### src/rtl/crc16_fcs_pkg.sv
package crc16_fcs_pkg;
  typedef enum logic [1:0] {
    ST_IDLE = 2'd0,
    ST_RECV = 2'd1,
    ST_SEND = 2'd2
  } fr_state_e;
endpackage

### src/rtl/crc16_byte_step.sv
module crc16_byte_step #(
  parameter int          DATA_W = 8,
  parameter int          CRC_W  = 16,
  parameter logic [15:0] POLY   = 16'h8408
) (
  input  logic [CRC_W-1:0]  crc_i,
  input  logic [DATA_W-1:0] data_i,
  output logic [CRC_W-1:0]  crc_o
);
  logic [DATA_W:0][CRC_W-1:0] chain;
  assign chain[0] = crc_i;

  // one reflected LFSR step per data bit, LSB applied first
  for (genvar g = 0; g < DATA_W; g++) begin : g_bit
    logic fb;
    assign fb           = chain[g][0] ^ data_i[g];
    assign chain[g+1]   = (chain[g] >> 1) ^ ({CRC_W{fb}} & POLY[CRC_W-1:0]);
  end

  assign crc_o = chain[DATA_W];
endmodule

### src/rtl/crc16_frame_ctrl.sv
module crc16_frame_ctrl
  import crc16_fcs_pkg::*;
#(
  parameter int SKIP_BYTES = 10
) (
  input  logic clk_i,
  input  logic rst_ni,
  input  logic byte_vld_i,
  input  logic send_done_i,
  output logic absorb_o,
  output logic load_o,
  output logic in_frame_o,
  output logic busy_o
);
  localparam int SK_W = $clog2(SKIP_BYTES + 2);
  localparam logic [SK_W-1:0] SKIP_N = SK_W'(SKIP_BYTES);

  fr_state_e       state_q;
  logic [SK_W-1:0] skip_cnt_q;
  logic            accept;

  assign accept     = byte_vld_i && (state_q != ST_SEND);
  assign absorb_o   = accept && (skip_cnt_q == SKIP_N);
  assign load_o     = (state_q == ST_RECV) && !byte_vld_i;
  assign in_frame_o = (state_q == ST_RECV);
  assign busy_o     = byte_vld_i && (state_q == ST_SEND);

  always_ff @(posedge clk_i or negedge rst_ni) begin
    if (!rst_ni) begin
      state_q    <= ST_IDLE;
      skip_cnt_q <= '0;
    end else begin
      if (accept && !absorb_o) skip_cnt_q <= skip_cnt_q + 1'b1;
      else if (load_o)         skip_cnt_q <= '0;
      unique case (state_q)
        ST_IDLE: if (accept)       state_q <= ST_RECV;
        ST_RECV: if (load_o)       state_q <= ST_SEND;
        ST_SEND: if (send_done_i)  state_q <= ST_IDLE;
        default:                   state_q <= ST_IDLE;
      endcase
    end
  end

  AST_SKIP_BOUND: assert property (@(posedge clk_i) disable iff (!rst_ni)
    skip_cnt_q <= SKIP_N);
  AST_IDLE_NO_SKIP: assert property (@(posedge clk_i) disable iff (!rst_ni)
    (state_q == ST_IDLE) |-> (skip_cnt_q == '0));
endmodule

### src/rtl/crc16_serializer.sv
module crc16_serializer #(
  parameter int CRC_W = 16
) (
  input  logic             clk_i,
  input  logic             rst_ni,
  input  logic             load_i,
  input  logic [CRC_W-1:0] val_i,
  output logic             bit_o,
  output logic             vld_o,
  output logic             done_o,
  output logic [CRC_W-1:0] word_o
);
  localparam int              CNT_W = $clog2(CRC_W);
  localparam logic [CNT_W-1:0] LAST = CNT_W'(CRC_W - 1);

  logic [CRC_W-1:0] sreg_q, hold_q;
  logic [CNT_W-1:0] cnt_q;
  logic             act_q;

  always_ff @(posedge clk_i or negedge rst_ni) begin
    if (!rst_ni) begin
      sreg_q <= '0;
      hold_q <= '0;
      cnt_q  <= '0;
      act_q  <= 1'b0;
    end else if (load_i) begin
      sreg_q <= val_i;
      hold_q <= val_i;
      cnt_q  <= '0;
      act_q  <= 1'b1;
    end else if (act_q) begin
      sreg_q <= sreg_q >> 1;
      cnt_q  <= cnt_q + 1'b1;
      if (cnt_q == LAST) act_q <= 1'b0;
    end
  end

  assign bit_o  = sreg_q[0];
  assign vld_o  = act_q;
  assign done_o = act_q && (cnt_q == LAST);
  assign word_o = hold_q;

  AST_LOAD_WHEN_IDLE: assert property (@(posedge clk_i) disable iff (!rst_ni)
    load_i |-> !act_q);
endmodule

### src/rtl/crc16_fcs_gen.sv
module crc16_fcs_gen #(
  parameter int          DATA_W     = 8,
  parameter int          CRC_W      = 16,
  parameter logic [15:0] POLY       = 16'h8408,
  parameter logic [15:0] INIT       = 16'hFFFF,
  parameter int          SKIP_BYTES = 10
) (
  input  logic              clk_i,
  input  logic              rst_ni,
  input  logic [DATA_W-1:0] byte_i,
  input  logic              byte_vld_i,
  output logic              fcs_bit_o,
  output logic              fcs_vld_o,
  output logic [CRC_W-1:0]  fcs_o,
  output logic              busy_o
);
  localparam logic [CRC_W-1:0] INIT_V = INIT[CRC_W-1:0];

  logic [CRC_W-1:0] crc_q, crc_nxt;
  logic absorb, load, in_frame, send_done;

  crc16_frame_ctrl #(.SKIP_BYTES(SKIP_BYTES)) u_ctrl (
    .clk_i       (clk_i),
    .rst_ni      (rst_ni),
    .byte_vld_i  (byte_vld_i),
    .send_done_i (send_done),
    .absorb_o    (absorb),
    .load_o      (load),
    .in_frame_o  (in_frame),
    .busy_o      (busy_o)
  );

  crc16_byte_step #(.DATA_W(DATA_W), .CRC_W(CRC_W), .POLY(POLY)) u_step (
    .crc_i  (crc_q),
    .data_i (byte_i),
    .crc_o  (crc_nxt)
  );

  always_ff @(posedge clk_i or negedge rst_ni) begin
    if (!rst_ni)        crc_q <= INIT_V;
    else if (absorb)    crc_q <= crc_nxt;
    else if (send_done) crc_q <= INIT_V;
  end

  crc16_serializer #(.CRC_W(CRC_W)) u_ser (
    .clk_i  (clk_i),
    .rst_ni (rst_ni),
    .load_i (load),
    .val_i  (~crc_q),
    .bit_o  (fcs_bit_o),
    .vld_o  (fcs_vld_o),
    .done_o (send_done),
    .word_o (fcs_o)
  );

  AST_SEND_ON_DROP: assert property (@(posedge clk_i) disable iff (!rst_ni)
    (in_frame && !byte_vld_i) |=> fcs_vld_o);
  AST_FIRST_BIT: assert property (@(posedge clk_i) disable iff (!rst_ni)
    (fcs_vld_o && !$past(fcs_vld_o)) |-> (fcs_bit_o == fcs_o[0]));
  AST_NO_ABSORB_SEND: assert property (@(posedge clk_i) disable iff (!rst_ni)
    fcs_vld_o |-> !absorb);
  AST_BUSY_IN_SEND: assert property (@(posedge clk_i) disable iff (!rst_ni)
    busy_o |-> fcs_vld_o);
  AST_WORD_STABLE: assert property (@(posedge clk_i) disable iff (!rst_ni)
    (fcs_vld_o && $past(fcs_vld_o)) |-> $stable(fcs_o));
  AST_FRESH_STATE: assert property (@(posedge clk_i) disable iff (!rst_ni)
    (!in_frame && !fcs_vld_o) |-> (crc_q == INIT_V));
endmodule

### config.mk
export PLATFORM = sky130hd
export DESIGN_NAME = crc16_fcs_gen
export DESIGN_NICKNAME = d
export VERILOG_FILES = /design/src/rtl/crc16_fcs_pkg.sv /design/src/rtl/crc16_byte_step.sv /design/src/rtl/crc16_frame_ctrl.sv /design/src/rtl/crc16_serializer.sv /design/src/rtl/crc16_fcs_gen.sv
export SDC_FILE = /design/constraint.sdc
export NUM_CORES = 1
export LEC_CHECK = 0
export BUFFER_PORTS_ARGS = -buffer_cell sky130_fd_sc_hd__buf_2
export CAP_MARGIN = 20
export CORE_AREA = 8 8 110 112
export CTS_CLUSTER_DIAMETER = 30
export DETAILED_ROUTE_END_ITERATION = 10
export DIE_AREA = 0 0 118 120
export PLACE_DENSITY = 0.45
export SYNTH_ARGS = -nofsm -noshare
export SYNTH_HDL_FRONTEND = slang
export SYNTH_SLANG_ARGS = --single-unit
### constraint.sdc
create_clock -name clk_i -period 1.9 [get_ports clk_i]
set_clock_uncertainty 0.15 [all_clocks]
set_input_delay 0.57 -clock clk_i [delete_from_list [all_inputs] [get_ports clk_i]]
set_output_delay 0.57 -clock clk_i [all_outputs]
set_load 0.05 [all_outputs]
Yosys cells after proc, flatten, opt, wreduce, memory -nomap -nowiden
Cells that the tools add are included.

word-level totals
  input port bits = 11
  flip-flop bits (word level) = 59
  logic and storage cells = 62

operators by class
  bitwise gates (word level) = 17
  add/subtract/negate cells = 2
  reductions and logical operators = 13
  muxes and demuxes = 15
  eq/ne operators = 8

operator list
  kind                                                    count
  XOR 15 x 16 -> 16 bit                                   8
  two-way mux 16 bit                                      4
  two-way mux 4 bit                                       4
  inverter 16 bit                                         1
  adder 4 x 1 -> 4 bit (second input constant)            2
  == test 4 bit (second input constant)                   2
  XOR 1 bit                                               8
  logical AND 1 bit                                       6
  two-way mux 2 bit                                       3
  inequality test 2 bit (second input constant)           3
  one-hot mux 2 bit (3 select lines)                      1
  nonzero test 2 bit                                      3
  two-way mux 1 bit                                       3
  AND reduction 3 bit                                     1
  == test 2 x 1 -> 1 bit (second input constant)          1
  == test 2 bit (second input constant)                   1
  zero test 1 bit                                         2
  zero test 2 bit                                         1
  inequality test 2 x 1 -> 1 bit (second input constant)  1

Depth between registers and ports, before layout
  depth after elaboration = 17
  mapped depth = 6

Modules after synthesis
From an unflattened synthesis, not the netlist that was laid out.

unflattened totals
  cell total of the unflattened synthesis = 289
  area total of the unflattened synthesis = 3054.2 µm²

by module, submodules not included
  module            area each (µm²)  seq. area each (µm²)  cells an instance  times used
  crc16_serializer  1550.2           925.9                 142                1
  crc16_fcs_gen     755.7            420.4                 85                 1
  crc16_byte_step   409.1            0.0                   29                 1
  crc16_frame_ctrl  339.1            150.1                 33                 1

Worst setup path after synthesis
OpenSTA, ideal clock, no wires.

  kind = input -> output
  start point = input port byte_vld_i
  end point = output port busy_o
  arrival = 1301 ps
  stages on the path = 2
  data required time = 1180 ps
  path buffers = 0
  slack = -121 ps
  cell sequence = inv_1 -> nor2_1

on the way
  word-level cells in the longest chain between the ends = 1

RTL lines
  item                RTL line                RTL
  start: declaration  crc16_fcs_gen.sv:11     input logic byte_vld_i,
  logical AND 1 bit   crc16_frame_ctrl.sv:26  assign busy_o = byte_vld_i && (state_q == ST_SEND);
  end: declaration    crc16_fcs_gen.sv:15     output logic busy_o

Every way passes these cells.

Worst setup path in the final report
Same ends and word-level chain as after synthesis.

==> flow_summary_export.csv <==
group,metric,value,unit
power,power_frac_seq,0.359,
placement,hpwl,4720,um
synth,postSynth.asyncResetShare,1.00,
clock_network,cts_tree,"yes",
clock_network,insertion_delay,340,ps
power,clockPowerShare,0.209,
synth,synth.avg_cell_area,11.6,um^2
route,route.detailed.vias_per_inst,4.46,
run,cap_viol_max_count,0,
timing,fmax,0.542,GHz
synth,synth.net_count,265,
route,drt_iter0_drc,81,
power,power.leakage,1.73,nW
timing,worst_slew_pin_slew,396,ps
cells_and_area,ff_latch_area,1500,um^2
timing,finalMaxSlewViolations,0,
timing,final_min_period_over_clock_period,0.970,
global_routing,global_route.overflow_total,0,
timing,timing.hold.ws,325,ps
worst_setup_path,timing.setup.critical_path_class,"in -> out",
worst_setup_path,startpoint_type,"input port",
clock_network,htreeDepth,3,
cells_and_area,antenna-diode-count,0,
worst_setup_path,cp_slowest_stage_delay,160,ps
cells_and_area,layout.nets,312,
worst_hold_path,hold_path.class,"reg -> reg",
floorplan,io_pins,30,
cells_and_area,final_layout_size_suffix_gt1_frac,0.314,
worst_setup_path,path_buf_inv,3,
synth,ys_warn_count,0,
floorplan,die-area,14200,um^2
worst_setup_path,critical_path.slowest_cell,"sky130_fd_sc_hd__buf_2",
synth,syn-cell-area,2920,um^2
timing,timing.final.hold_violations,0,
floorplan,fp.dieH,120,um
route,routed_wire_length_per_instance,14.9,um
placement,place.gp.congestion,0.692,
power,irDropWorstVdd,0.650,mV
timing,setup_viol_count_final,0,
worst_setup_path,critPathCaptureType,"output port",
worst_setup_path,path_cells,"buf_2, inv_1, nor2_4, buf_6",
route,drt_first_pass_iters,4,
clock_network,tritoncts.num_buffers,9,
clock_network,clock_sink_count,59,
clock_network,clk_pin_slew,70,ps
floorplan,die_width,118,um
global_routing,grt_pass1_vias,2015,
power,power.density_cell_area,1830,nW/um^2
floorplan,floorplan.core_area,10500,um^2
synth,postSynth.topFlopCell,"sky130_fd_sc_hd__dfrtp_1",
clock_network,clk_root_buffer_cell,"sky130_fd_sc_hd__clkbuf_8",
route,drt_drc_violations_left,0,
power,power.internal,4.11,mW
global_routing,antenna_found_initial,0,
synth,sequential_element_share_of_the_synthesized_area,0.513,
synth,syn_inst,251,
synth,yosys.cell_types.count,39,
global_routing,grt_use_total,0.101,
cells_and_area,multiInputGateArea,1380,um^2
power,p_switching,2.60,mW
timing,final_worst_slack,56.2,ps
cells_and_area,flow.area_growth_from_synthesis,25.6,%
global_routing,pin_count_of_the_biggest_net_entering_global_routing,38,
timing,timing.slew.headroom,0.734,
global_routing,grt_first_pass_wirelength,11000,um
timing,post-route-min-period,1840,ps
power,sw_frac_of_total,0.388,
route,wirelength,6610,um
floorplan,row_count,38,
clock_network,clk_path_buf_depth,2,
worst_setup_path,critical_path.top_delay_family,"buffers and inverters",
cells_and_area,fill_cells,1054,
worst_setup_path,critPathArrivalTime,1120,ps
worst_setup_path,worst-endpoint-required,1180,ps
placement,dpl_worst_slack,26.3,ps
route,antenna_violating_nets_post_route,0,
status,run_status,"finished, final reports clean",
placement,place.port_buffers,29,
route,via_count,1974,
worst_setup_path,crit_fanout,5,
synth,synth_enable_flop_cells,0,
synth,synth_seq_cells,59,
power,power.combinational.fraction,0.432,
floorplan,start_util,0.278,
## per-stage QoR
step | util | cells | total power [mW] | instance area [um^2] | setup TNS (ps)
4_1_cts | 0.346 | 441 | 6.79 | 3640 | 0
3_3_place_gp | 0.320 | 423 | 5.29 | 3360 | 0
3_5_place_dp | 0.320 | 423 | 5.30 | 3360 | 0
5_1_grt | 0.349 | 443 | 7.21 | 3660 | -13.0
6_report | 0.349 | 443 | 6.71 | 3660 | 0
2_1_floorplan | - | 251 | 4.51 | 2920 | 0
## cell families (layout without fill, tap and decap cells)
kind of cell	count (synthesis)	in the layout	share of synthesized area
compound gates	53	53	0.108
flops	59	59	0.513
mux	18	18	0.0630
buf+inv	16	68	0.0244
simple gates	75	75	0.132
xor+xnor	27	27	0.147
fa+ha+maj	3	3	0.0129
## sequential cells by signal, summed over array words and instances, names as in the netlist
name	flops
crc_q	16
u_ser.cnt_q	4
u_ctrl.skip_cnt_q	4
u_ser.sreg_q	16
u_ctrl.state_q	2
u_ser.vld_o	1
u_ser.word_o	16
## routing by layer
layer | global-route usage | wire, um
met1 | 0.132 | 3310
met2 | 0.145 | 2940
met3 | 0.0418 | 292
met4 | 0.0360 | 77
met5 | 0 | 0
## worst reg2reg max path, stage by stage, from the launching register on
cell and delay [ps]:
sky130_fd_sc_hd__dfrtp_1 390, sky130_fd_sc_hd__inv_1 60, sky130_fd_sc_hd__ha_1 200, sky130_fd_sc_hd__and3b_1 230, sky130_fd_sc_hd__nand3_4 180, sky130_fd_sc_hd__buf_4 210, sky130_fd_sc_hd__mux2i_1 200
## cells in the final DEF, fill, tap and decap left out, types with 3 or more instances in the layout
cell type,n
sky130_fd_sc_hd__xor2_1,5
sky130_fd_sc_hd__dfrtp_1,42
sky130_fd_sc_hd__nor2b_1,16
sky130_fd_sc_hd__xnor3_1,9
sky130_fd_sc_hd__a21oi_1,16
sky130_fd_sc_hd__nand2_1,20
sky130_fd_sc_hd__xnor2_1,7
sky130_fd_sc_hd__buf_4,16
sky130_fd_sc_hd__mux2i_1,15
sky130_fd_sc_hd__buf_12,4
sky130_fd_sc_hd__dfstp_2,16
sky130_fd_sc_hd__buf_2,28
sky130_fd_sc_hd__a211oi_1,15
sky130_fd_sc_hd__xnor2_2,3
sky130_fd_sc_hd__ha_1,3
sky130_fd_sc_hd__nor2_1,19
sky130_fd_sc_hd__mux2_2,3
sky130_fd_sc_hd__o21ai_0,16
sky130_fd_sc_hd__clkbuf_8,10
sky130_fd_sc_hd__bufinv_16,3
## Yosys cell counts, drive strengths merged, types with 2 or more instances
library cell   n  area [um^2]
mux2           3         33.8
nand3b         2         15.0
o21ai         18         90.1
xor2           6         60.1
clkbuf         4         15.0
a21oi         16         80.1
a211oi        15          113
nor4           2         12.5
mux2i         15          150
xnor2         12          165
or2            2         12.5
xnor3          9          203
nor2b         16          100
nand3          3         20.0
dfstp         16          420
buf           10         48.8
dfrtp         43         1080
nor2          20         75.1
nand2         20         75.1
nand2b         3         18.8
ha             3         37.5
inv            2         7.51
## layout make-up
| type | count | share of cell area |
|---|---|---|
| tap | 140 | 0.0478 |
| inverter | 2 | 0.00205 |
| clock inverter | 4 | 0.0266 |
| clock buffer | 12 | 0.0396 |
| multi-input combinational | 176 | 0.376 |
| timing repair buffer | 50 | 0.0987 |
| sequential | 59 | 0.409 |
## power groups by stage
stage / sequential, mW / clock, mW / combinational (mW)
floorplan: 2.87 / 0 / 1.64
global placement: 2.43 / 0 / 2.86
detailed placement: 2.43 / 0 / 2.87
CTS: 2.42 / 1.46 / 2.91
global route: 2.50 / 1.51 / 3.20
finish: 2.41 / 1.40 / 2.90
## what timing repair did
item / in CTS / in global routing
pin swaps: 0 / 0
endpoints found under the setup margin: 1 / 10
setup buffers: 1 / 2
endpoints found under the hold margin: 3 / 0
hold buffers: 1 / 0
resized for setup: 4 / 2
## path summary, 6_finish.rpt
check | start | end | slack [ps] | depth (start not counted)
setup / recovery | byte_vld_i | busy_o | 60 | 4
hold / removal | u_ser.word_o[5] | u_ser.word_o[5] | 320 | 2
setup reg to reg | u_ctrl.skip_cnt_q[0] | crc_q[13] | 190 | 6
hold reg to reg | u_ser.word_o[5] | u_ser.word_o[5] | 320 | 2
max in group asynchronous | rst_ni | crc_q[5] | 530 | 3
min in group asynchronous | rst_ni | u_ser.word_o[9] | 520 | 2
No activity file was read; power rests on OpenSTA's default activity.
